File: src/rtl/cfu_pkg.sv
// Shared types for the custom function dispatch unit.
package cfu_pkg;
    // Built-in datapath operations a resident slot can bind to.
    typedef enum logic [2:0] {
        OP_ADD  = 3'd0,
        OP_SUB  = 3'd1,
        OP_XOR  = 3'd2,
        OP_AND  = 3'd3,
        OP_ROTL = 3'd4,
        OP_MINU = 3'd5,
        OP_BREV = 3'd6,
        OP_POPC = 3'd7
    } fsel_e;
endpackage

File: src/rtl/cfu_tag_store.sv
// Resident slot bank: valid bits, tags and operation selects, written in
// rotating order by the reload port and searched combinationally.
// Assumes: one reload per cycle at most; lowest matching index wins.
module cfu_tag_store
    import cfu_pkg::*;
#(
    parameter int SLOTS = 4,
    parameter int FN_W  = 11,
    localparam int PTR_W = (SLOTS > 1) ? $clog2(SLOTS) : 1
) (
    input  logic             clk,
    input  logic             rst_n,
    input  logic             ld_valid,
    input  logic [FN_W-1:0]  ld_tag,
    input  fsel_e            ld_sel,
    input  logic [FN_W-1:0]  lookup_fn,
    output logic             hit,
    output fsel_e            hit_sel,
    output logic [PTR_W-1:0] next_slot
);
    logic [SLOTS-1:0] valid_q;
    logic [FN_W-1:0]  tag_q [SLOTS];
    fsel_e            sel_q [SLOTS];
    logic [PTR_W-1:0] ptr_q;
    logic [SLOTS-1:0] match;

    // Rotation pointer: wraps after the last slot.
    function automatic logic [PTR_W-1:0] bump(input logic [PTR_W-1:0] p);
        return (p == PTR_W'(SLOTS - 1)) ? '0 : p + 1'b1;
    endfunction

    // Clears validity on reset; writes the selected slot on a reload.
    always_ff @(posedge clk) begin
        if (!rst_n) begin
            valid_q <= '0;
            ptr_q   <= '0;
        end else if (ld_valid) begin
            valid_q[ptr_q] <= 1'b1;
            tag_q[ptr_q]   <= ld_tag;
            sel_q[ptr_q]   <= ld_sel;
            ptr_q          <= bump(ptr_q);
        end
    end

    // One comparator per slot.
    for (genvar g = 0; g < SLOTS; g++) begin : g_cmp
        assign match[g] = valid_q[g] && (tag_q[g] == lookup_fn);
    end

    // Priority pick: scan from the top so the lowest index is kept last.
    always_comb begin
        hit     = |match;
        hit_sel = OP_ADD;
        for (int i = SLOTS - 1; i >= 0; i--) begin
            if (match[i]) hit_sel = sel_q[i];
        end
    end

    assign next_slot = ptr_q;
endmodule

File: src/rtl/cfu_func_unit.sv
// Combinational library of built-in operations, picked by the slot select.
// Assumes: XLEN is a power of two (rotate amount uses low log2 bits of b).
module cfu_func_unit
    import cfu_pkg::*;
#(
    parameter int XLEN = 32,
    localparam int SH_W = $clog2(XLEN)
) (
    input  fsel_e            sel,
    input  logic [XLEN-1:0]  a,
    input  logic [XLEN-1:0]  b,
    output logic [XLEN-1:0]  y
);
    logic [2*XLEN-1:0] dbl;
    logic [XLEN-1:0]   rev;
    logic [XLEN-1:0]   ones;

    // Rotate by shifting a doubled copy and keeping the upper half.
    always_comb dbl = {a, a} << b[SH_W-1:0];

    // Mirror bit order and count set bits.
    always_comb begin
        ones = '0;
        for (int i = 0; i < XLEN; i++) begin
            rev[i] = a[XLEN-1-i];
            ones   = ones + {{(XLEN-1){1'b0}}, a[i]};
        end
    end

    // Output select.
    always_comb begin
        unique case (sel)
            OP_ADD:  y = a + b;
            OP_SUB:  y = a - b;
            OP_XOR:  y = a ^ b;
            OP_AND:  y = a & b;
            OP_ROTL: y = dbl[2*XLEN-1:XLEN];
            OP_MINU: y = (a < b) ? a : b;
            OP_BREV: y = rev;
            OP_POPC: y = ones;
            default: y = '0;
        endcase
    end
endmodule

File: src/rtl/cfu_dispatch.sv
// Execute-stage dispatch for custom instructions: checks the requested
// function number against resident tags, returns a same-cycle result on a
// hit and raises a miss otherwise. Assumes the host holds the request
// while miss is high and drives the reload port to resolve it.
module cfu_dispatch
    import cfu_pkg::*;
#(
    parameter int XLEN  = 32,
    parameter int FN_W  = 11,
    parameter int SLOTS = 4,
    localparam int PTR_W = (SLOTS > 1) ? $clog2(SLOTS) : 1
) (
    input  logic             clk,
    input  logic             rst_n,
    input  logic             op_valid,
    input  logic [FN_W-1:0]  op_fn,
    input  logic [XLEN-1:0]  op_a,
    input  logic [XLEN-1:0]  op_b,
    input  logic             ld_valid,
    input  logic [FN_W-1:0]  ld_tag,
    input  logic [2:0]       ld_sel,
    output logic             res_valid,
    output logic [XLEN-1:0]  res_data,
    output logic             miss,
    output logic [PTR_W-1:0] ld_slot
);
    logic            hit;
    fsel_e           hit_sel;
    logic [XLEN-1:0] fu_y;

    cfu_tag_store #(.SLOTS(SLOTS), .FN_W(FN_W)) u_tags (
        .clk       (clk),
        .rst_n     (rst_n),
        .ld_valid  (ld_valid),
        .ld_tag    (ld_tag),
        .ld_sel    (fsel_e'(ld_sel)),
        .lookup_fn (op_fn),
        .hit       (hit),
        .hit_sel   (hit_sel),
        .next_slot (ld_slot)
    );

    cfu_func_unit #(.XLEN(XLEN)) u_fu (
        .sel (hit_sel),
        .a   (op_a),
        .b   (op_b),
        .y   (fu_y)
    );

    // Qualify the lookup with the request and gate the result.
    always_comb begin
        res_valid = op_valid && hit;
        miss      = op_valid && !hit;
        res_data  = res_valid ? fu_y : '0;
    end
endmodule

File: config.mk
export PLATFORM = sky130hd
export DESIGN_NAME = cfu_dispatch
export DESIGN_NICKNAME = d
export VERILOG_FILES = /design/src/rtl/cfu_pkg.sv /design/src/rtl/cfu_tag_store.sv /design/src/rtl/cfu_func_unit.sv /design/src/rtl/cfu_dispatch.sv
export SDC_FILE = /design/constraint.sdc
export NUM_CORES = 1
export LEC_CHECK = 0
export ABC_CLOCK_PERIOD_IN_PS = 17100
export BUFFER_PORTS_ARGS = -buffer_cell sky130_fd_sc_hd__buf_4
export CAP_MARGIN = 40
export CORE_MARGIN = 3
export CORE_UTILIZATION = 58
export DETAILED_ROUTE_END_ITERATION = 8
export PLACE_DENSITY = 0.79
export SYNTH_ARGS = -nofsm -noshare
export SYNTH_HDL_FRONTEND = slang
export SYNTH_HIERARCHICAL = 1
export SYNTH_SLANG_ARGS = --single-unit
File: constraint.sdc
create_clock -name clk -period 17.1 [get_ports clk]
set_input_delay 3.42 -clock clk [delete_from_list [all_inputs] [get_ports clk]]
set_output_delay 3.42 -clock clk [all_outputs]
set_load 0.01 [all_outputs]
==> impl_metrics.csv, run 1 <==
group,metric,value,unit
setup_path,cp.required,13680,ps
outcome,outcome,"complete, no violations",
clocking,hold_buffers,0,
detailed_routing,route.detailed.drc,0,
sta,finalSetupTns,0,ps
die,core,0.0182,mm2
clocking,clk_latency,320,ps
logic_synthesis,async_flop_share,0,
layout,fillCellCount,1523,
die,die_w,143,um
pwr,p_comb_frac,0.592,
pwr,seq_power_share,0.184,
sta,period_needed,12610,ps
detailed_routing,routed_via_density,6.99,
logic_synthesis,synth_seq_area_share,0.166,
die,io_pins,129,
die,start_util,0.597,
die,rows,49,
pwr,leakagePower,5.31,nW
logic_synthesis,avgSynthCellArea,8.26,um2
setup_path,cp-end-kind,"output port",
sta,rsz0062_at_grt,"no",
sta,skew,6.74,ps
clocking,cts_tree,"built",
clocking,cts-buffers-inserted,9,
layout,stdcell_count,1606,
sta,hold_viol_final,0,
placement,dp_cells,1589,
layout,final_util,0.668,
clocking,clk_pin_slew_worst_paths,50,ps
placement,io_buffer_count,128,
clocking,ctsRootBufferMaster,"clkbuf_16",
logic_synthesis,yosysWarningCount,6,
detailed_routing,wl_per_cell,26.0,um
clocking,cts_max_level,3,
logic_synthesis,ys_types,89,
clocking,post-cts-setup-buffer-count,0,
grt,antenna_found_initial,1,
pwr,p_sw,0.381,mW
pwr,swShare,0.407,
grt,grt_pass1_wl,62200,um
layout,drive_above_1_share,0.188,
min_path,hp-class,"register to register",
detailed_routing,vias,11200,
grt,grt_overflow,0,
logic_synthesis,synth_flop_cell,"edfxtp_1",
job,max_cap_violations,0,
sta,clock.fmax,79.3,MHz
setup_path,crit_arrival,9190,ps
logic_synthesis,synth_fp_nets,1516,
min_path,whs_path_depth,1,
pwr,powerDensity,76.9,mW/mm2
logic_synthesis,synthesis.instances,1316,
die,dieArea,0.0204,mm2
setup_path,worstRegToRegCells,2,
layout,nets,1571,
detailed_routing,drt_iter0_drc,1337,
setup_path,critPathMaxFanout,9,
die,die_height,143,um
placement,gp_congestion,1.04,
sta,tightest_slew,925,ps
layout,multi_input_area,0.00821,mm2
logic_synthesis,synth_seq_cells,62,
clocking,cts_buffer_depth,2,
logic_synthesis,yosys.area.top_type,"edfxtp_1",
detailed_routing,antenna_left,0,
sta,finalCritPeriodShare,0.738,
setup_path,reg2reg_slack,15380,ps
logic_synthesis,synthTopCellsByArea,"edfxtp_1 (15%), ha_1 (9.2%), mux2i_1 (7.6%)",
pwr,p_clk_frac,0.223,
detailed_routing,drt-total-wl,41800,um
grt,grt_max_degree,61,
logic_synthesis,syn_area,0.0109,mm2
setup_path,critPathLaunchType,"input pin",
clocking,cts_sinks,62,
pwr,p_int,0.555,mW
setup_path,crit_type,"input pin to output port",
sta,slew_viol_final,0,
placement,hpwlAfterDp,31800,um
detailed_routing,dr.pass1.iters,6,
clocking,cts_resized,0,
layout,area_delta_synth_final,11.9,%
logic_synthesis,synth_edf_count,56,
sta,slew_headroom,0.381,
logic_synthesis,synth_top_area_share,0.155,
pwr,ir_worst_vdd,0.105,mV
grt,grt_pass1_vias,10500,
grt,grt_usage,0.400,
layout,seq_area,0.00180,mm2
sta,setup_viol,0,
==> synth_stat cells (23+ instances only) <==
cell / n
nor2_1: 98
xnor2_1: 68
ha_1: 80
nand2_1: 117
inv_1: 109
a21oi_1: 101
clkbuf_1: 48
buf_2: 23
edfxtp_1: 56
and3_2: 23
mux2i_1: 83
fa_1: 27
o21ai_0: 88
mux4_2: 35
==> metal layers <==
layer / vias up / track usage / routed length [um]
met5: - / 0 / 13
met3: 148 / 0.124 / 5720
met4: 2 / 0.187 / 2260
li1: 4904 / - / -
met1: 5318 / 0.517 / 15500
met2: 855 / 0.614 / 18300
==> layout by cell type (no fill, tap or decap), drive strengths merged, types with 8 or more instances in the layout <==
| master | n |
|---|---|
| fa | 27 |
| edfxtp | 56 |
| nand2b | 11 |
| a21o | 17 |
| nand2 | 117 |
| nor2 | 99 |
| nand3 | 16 |
| a21oi | 102 |
| xnor2 | 72 |
| a31oi | 8 |
| o21ai | 92 |
| o221ai | 21 |
| buf | 142 |
| inv | 115 |
| ha | 80 |
| nor2b | 11 |
| o31ai | 11 |
| mux4 | 35 |
| nor3 | 17 |
| o21bai | 11 |
| mux2i | 83 |
| clkbuf | 9 |
| o22ai | 22 |
| a211oi | 9 |
| o211ai | 12 |
| nand4 | 14 |
| and3 | 39 |
| a22oi | 21 |
==> worst paths after layout <==
path,startpoint,to
worst min-delay path,u_tags/valid_q[2],u_tags/valid_q[2]
worst max register to register,u_tags/next_slot[0],u_tags/tag_q[3][5]
worst min register to register,u_tags/valid_q[2],u_tags/valid_q[2]
worst max-delay path,op_a[1],res_data[2]
==> flip-flops by register name, indices dropped and copies added, names as in the netlist <==
register,flops
u_tags/tag_q,44
u_tags/next_slot,2
u_tags/sel_q,12
u_tags/valid_q,4
==> critical path: stages <==
cell	delay, ps
buf_4	150
fa_1	520
ha_1	300
inv_1	50
fa_1	520
fa_1	440
fa_1	540
fa_1	420
fa_1	460
fa_1	430
fa_1	440
xnor2_1	150
nand2_1	70
o21ai_0	100
a22o_1	220
a221oi_1	340
o21a_1	190
a21oi_1	40
and3_2	250
buf_4	140
==> area by class of cell <==
| type | instances | area share |
|---|---|---|
| multi-input cells | 1042 | 0.675 |
| flip-flops and latches | 62 | 0.148 |
| repair buffers | 142 | 0.0899 |
| inverters | 114 | 0.0352 |
| well taps | 229 | 0.0235 |
| clock buffers | 9 | 0.0185 |
| clock inverters | 7 | 0.00977 |
| diodes | 1 | 0.000206 |
==> logic make-up after synthesis <==
| family | Yosys count | synth area share |
|---|---|---|
| and+or+nand+nor | 354 | 0.158 |
| DFF | 62 | 0.166 |
| muxes | 125 | 0.156 |
| AOI/OAI and AO/OA | 382 | 0.232 |
| xor gates and xnor gates | 74 | 0.0623 |
| buffers and inverters | 212 | 0.0844 |
| adders and majority gates | 107 | 0.142 |
==> per-stage QoR <==
step                      cell area, um2  setup slack (ps)  power (mW)  hold slack, ps
after CTS                          12200              4600       0.919             463
after global routing               12200              4370       0.992             478
after global placement             11800              4690       0.696             435
after floorplan                    10900              5150       0.570             426
final                              12200              4490       0.936             467
after detailed placement           11800              4610       0.707             447
==> power groups by stage <==
stage	Clock, mW	Combinational (mW)	Sequential [mW]
after global placement	0	0.521	0.175
after global routing	0.218	0.601	0.173
after detailed placement	0	0.531	0.175
after CTS	0.211	0.535	0.173
final	0.209	0.554	0.173
after floorplan	0	0.394	0.175
(Power assumes the default switching activity.)
==> run 2: changes to the inputs <==
--- a/config.mk
+++ b/config.mk
@@ -5,11 +5,11 @@
 export SDC_FILE = /design/constraint.sdc
 export NUM_CORES = 1
 export LEC_CHECK = 0
-export ABC_CLOCK_PERIOD_IN_PS = 17100
+export ABC_CLOCK_PERIOD_IN_PS = 10600
 export BUFFER_PORTS_ARGS = -buffer_cell sky130_fd_sc_hd__buf_4
 export CAP_MARGIN = 40
 export CORE_MARGIN = 3
-export CORE_UTILIZATION = 58
+export CORE_UTILIZATION = 55
 export DETAILED_ROUTE_END_ITERATION = 8
 export PLACE_DENSITY = 0.79
 export SYNTH_ARGS = -nofsm -noshare
==> constraint.sdc (replaced) <==
create_clock -name clk -period 10.6 [get_ports clk]
set_input_delay 2.12 -clock clk [delete_from_list [all_inputs] [get_ports clk]]
set_output_delay 2.12 -clock clk [all_outputs]
set_load 0.01 [all_outputs]
==> impl_metrics.csv, run 2 (synthesized netlist as in run 1, its figures left out) <==
group,metric,value,unit
clocking,cts_max_level,3,
min_path,hp-class,"register to register",
detailed_routing,route.detailed.drc,0,
layout,largest_register,"u_tags/tag_q",
layout,area_delta_synth_final,11.9,%
grt,grt_pass1_vias,10600,
detailed_routing,vias,11000,
setup_path,worstRegToRegCells,2,
setup_path,regToRegEndpoint,"u_tags/tag_q[3][8]",
detailed_routing,drt-total-wl,42000,um
sta,slew_headroom,0.386,
layout,fillCellCount,1649,
die,rows,50,
setup_path,crit_type,"input pin to output port",
layout,multi_input_area,0.00822,mm2
setup_path,critPathMaxFanout,9,
sta,period_needed,9920,ps
sta,slew_viol_final,0,
die,dieArea,0.0215,mm2
clocking,post-cts-setup-buffer-count,0,
min_path,min_to,"u_tags/valid_q[2]",
clocking,cts_sinks,62,
layout,final_cell_mix,"buf_4 (139), nand2_1 (117), inv_1 (109), a21oi_1 (100), nor2_1 (97)",
die,start_util,0.570,
detailed_routing,drt_iter0_drc,1375,
die,io_pins,129,
layout,final_common_cell,"buf_4",
pwr,powerDensity,117,mW/mm2
placement,gp_congestion,1.05,
clocking,cts-buffers-inserted,9,
min_path,whs_path_depth,1,
detailed_routing,wl_per_cell,25.6,um
layout,reg.largest.list,"u_tags/tag_q (44), u_tags/sel_q (12), u_tags/valid_q (4)",
placement,dp_slack,723,ps
setup_path,cp.required,8480,ps
grt,grt_usage,0.380,
sta,finalCritPeriodShare,0.936,
layout,drive_above_1_share,0.187,
setup_path,reg2reg_slack,8950,ps
layout,seq_area,0.00180,mm2
detailed_routing,antenna_left,0,
clocking,hold_buffers,0,
layout,largest_reg_flops,44,
die,core,0.0191,mm2
clocking,ctsRootBufferMaster,"clkbuf_16",
setup_path,r2r_start,"u_tags/next_slot[1]",
setup_path,cp-end-kind,"output port",
sta,clock.fmax,101,MHz
clocking,cts_tree,"built",
sta,rsz0062_at_grt,"no",
clocking,clk_latency,330,ps
grt,grt_max_degree,53,
min_path,hp-start,"u_tags/valid_q[2]",
layout,nets,1573,
setup_path,crit_arrival,7800,ps
pwr,ir_worst_vdd,0.142,mV
sta,skew,4.25,ps
die,die_height,147,um
detailed_routing,routed_via_density,6.72,
placement,io_buffer_count,128,
placement,hpwlAfterDp,32600,um
placement,placed_area,0.0119,mm2
grt,grt_pass1_wl,63200,um
grt,grt_overflow,0,
clocking,cts_buffer_depth,2,
grt,antenna_found_initial,1,
sta,setup_viol,0,
pwr,leakagePower,5.29,nW
sta,layout_setup_ws,679,ps
layout,design_area,0.0122,mm2
sta,hold_viol_final,0,
sta,tightest_slew,917,ps
outcome,outcome,"complete, no violations",
clocking,cts_resized,0,
job,max_cap_violations,0,
sta,finalSetupTns,0,ps
pwr,total_power,1.42,mW
die,die_w,147,um
detailed_routing,dr.pass1.iters,6,
setup_path,critPathLaunchType,"input pin",
clocking,clk_pin_slew_worst_paths,50,ps
==> run 2: cell types whose count changed in the layout (fill, tap and decap cells not counted), sizes merged <==
cell and change:
buf +1, bufinv -3, clkbuf +1, clkdlybuf4s15 +1, clkinv +3, inv -2
==> run 2: where the power goes <==
| part | switching, mW | internal (mW) |
|---|---|---|
| clock network | 0.0987 | 0.154 |
| logic | 0.497 | 0.393 |
| registers | 0.00377 | 0.275 |
| total | 0.600 | 0.823 |
==> run 2: how the worst max path moves through the flow <==
stage / startpoint / to / cells past startpoint
floorplan: op_a[0] / res_data[4] / 18
global placement: op_a[1] / res_data[4] / 20
detailed placement: op_a[1] / res_data[4] / 20
CTS: op_a[1] / res_data[4] / 20
global route: op_a[1] / res_data[2] / 20
finish: op_a[1] / res_data[4] / 20
==> run 2: worst max-delay path, stage by stage <==
cell and delay [ps]:
buf_4 150, fa_1 510, ha_1 300, inv_1 50, fa_1 520, fa_1 440, fa_1 490, fa_1 520
fa_1 440, fa_1 420, fa_1 430, inv_1 70, a21o_1 100, a21oi_1 70, xnor2_1 130, mux4_2 450
nand2_1 80, o221ai_1 120, and3_2 250, buf_4 140
==> run 2: metrics by stage <==
stage,utilization,hold slack (ps),std cells
finish,0.638,466,1638
global route,0.638,479,1637
CTS,0.638,465,1637
detailed placement,0.624,454,1622
global placement,0.619,438,1617
floorplan,-,426,1316
==> run 2: layout make-up <==
class	count	share of cell area
Clock inverter	5	0.00226
Multi-Input combinational cell	1042	0.675
Sequential cell	62	0.148
Tap cell	260	0.0267
Clock buffer	10	0.0188
Inverter	114	0.0352
Timing Repair Buffer	144	0.0937
Antenna cell	1	0.000206
==> run 2: per-layer routing <==
metal | GRT usage | up-vias | routed length [um]
met1 | 0.492 | 5204 | 15900
li1 | - | 4914 | -
met4 | 0.175 | 0 | 2310
met2 | 0.590 | 752 | 18600
met3 | 0.106 | 142 | 5190
met5 | 0 | - | 0
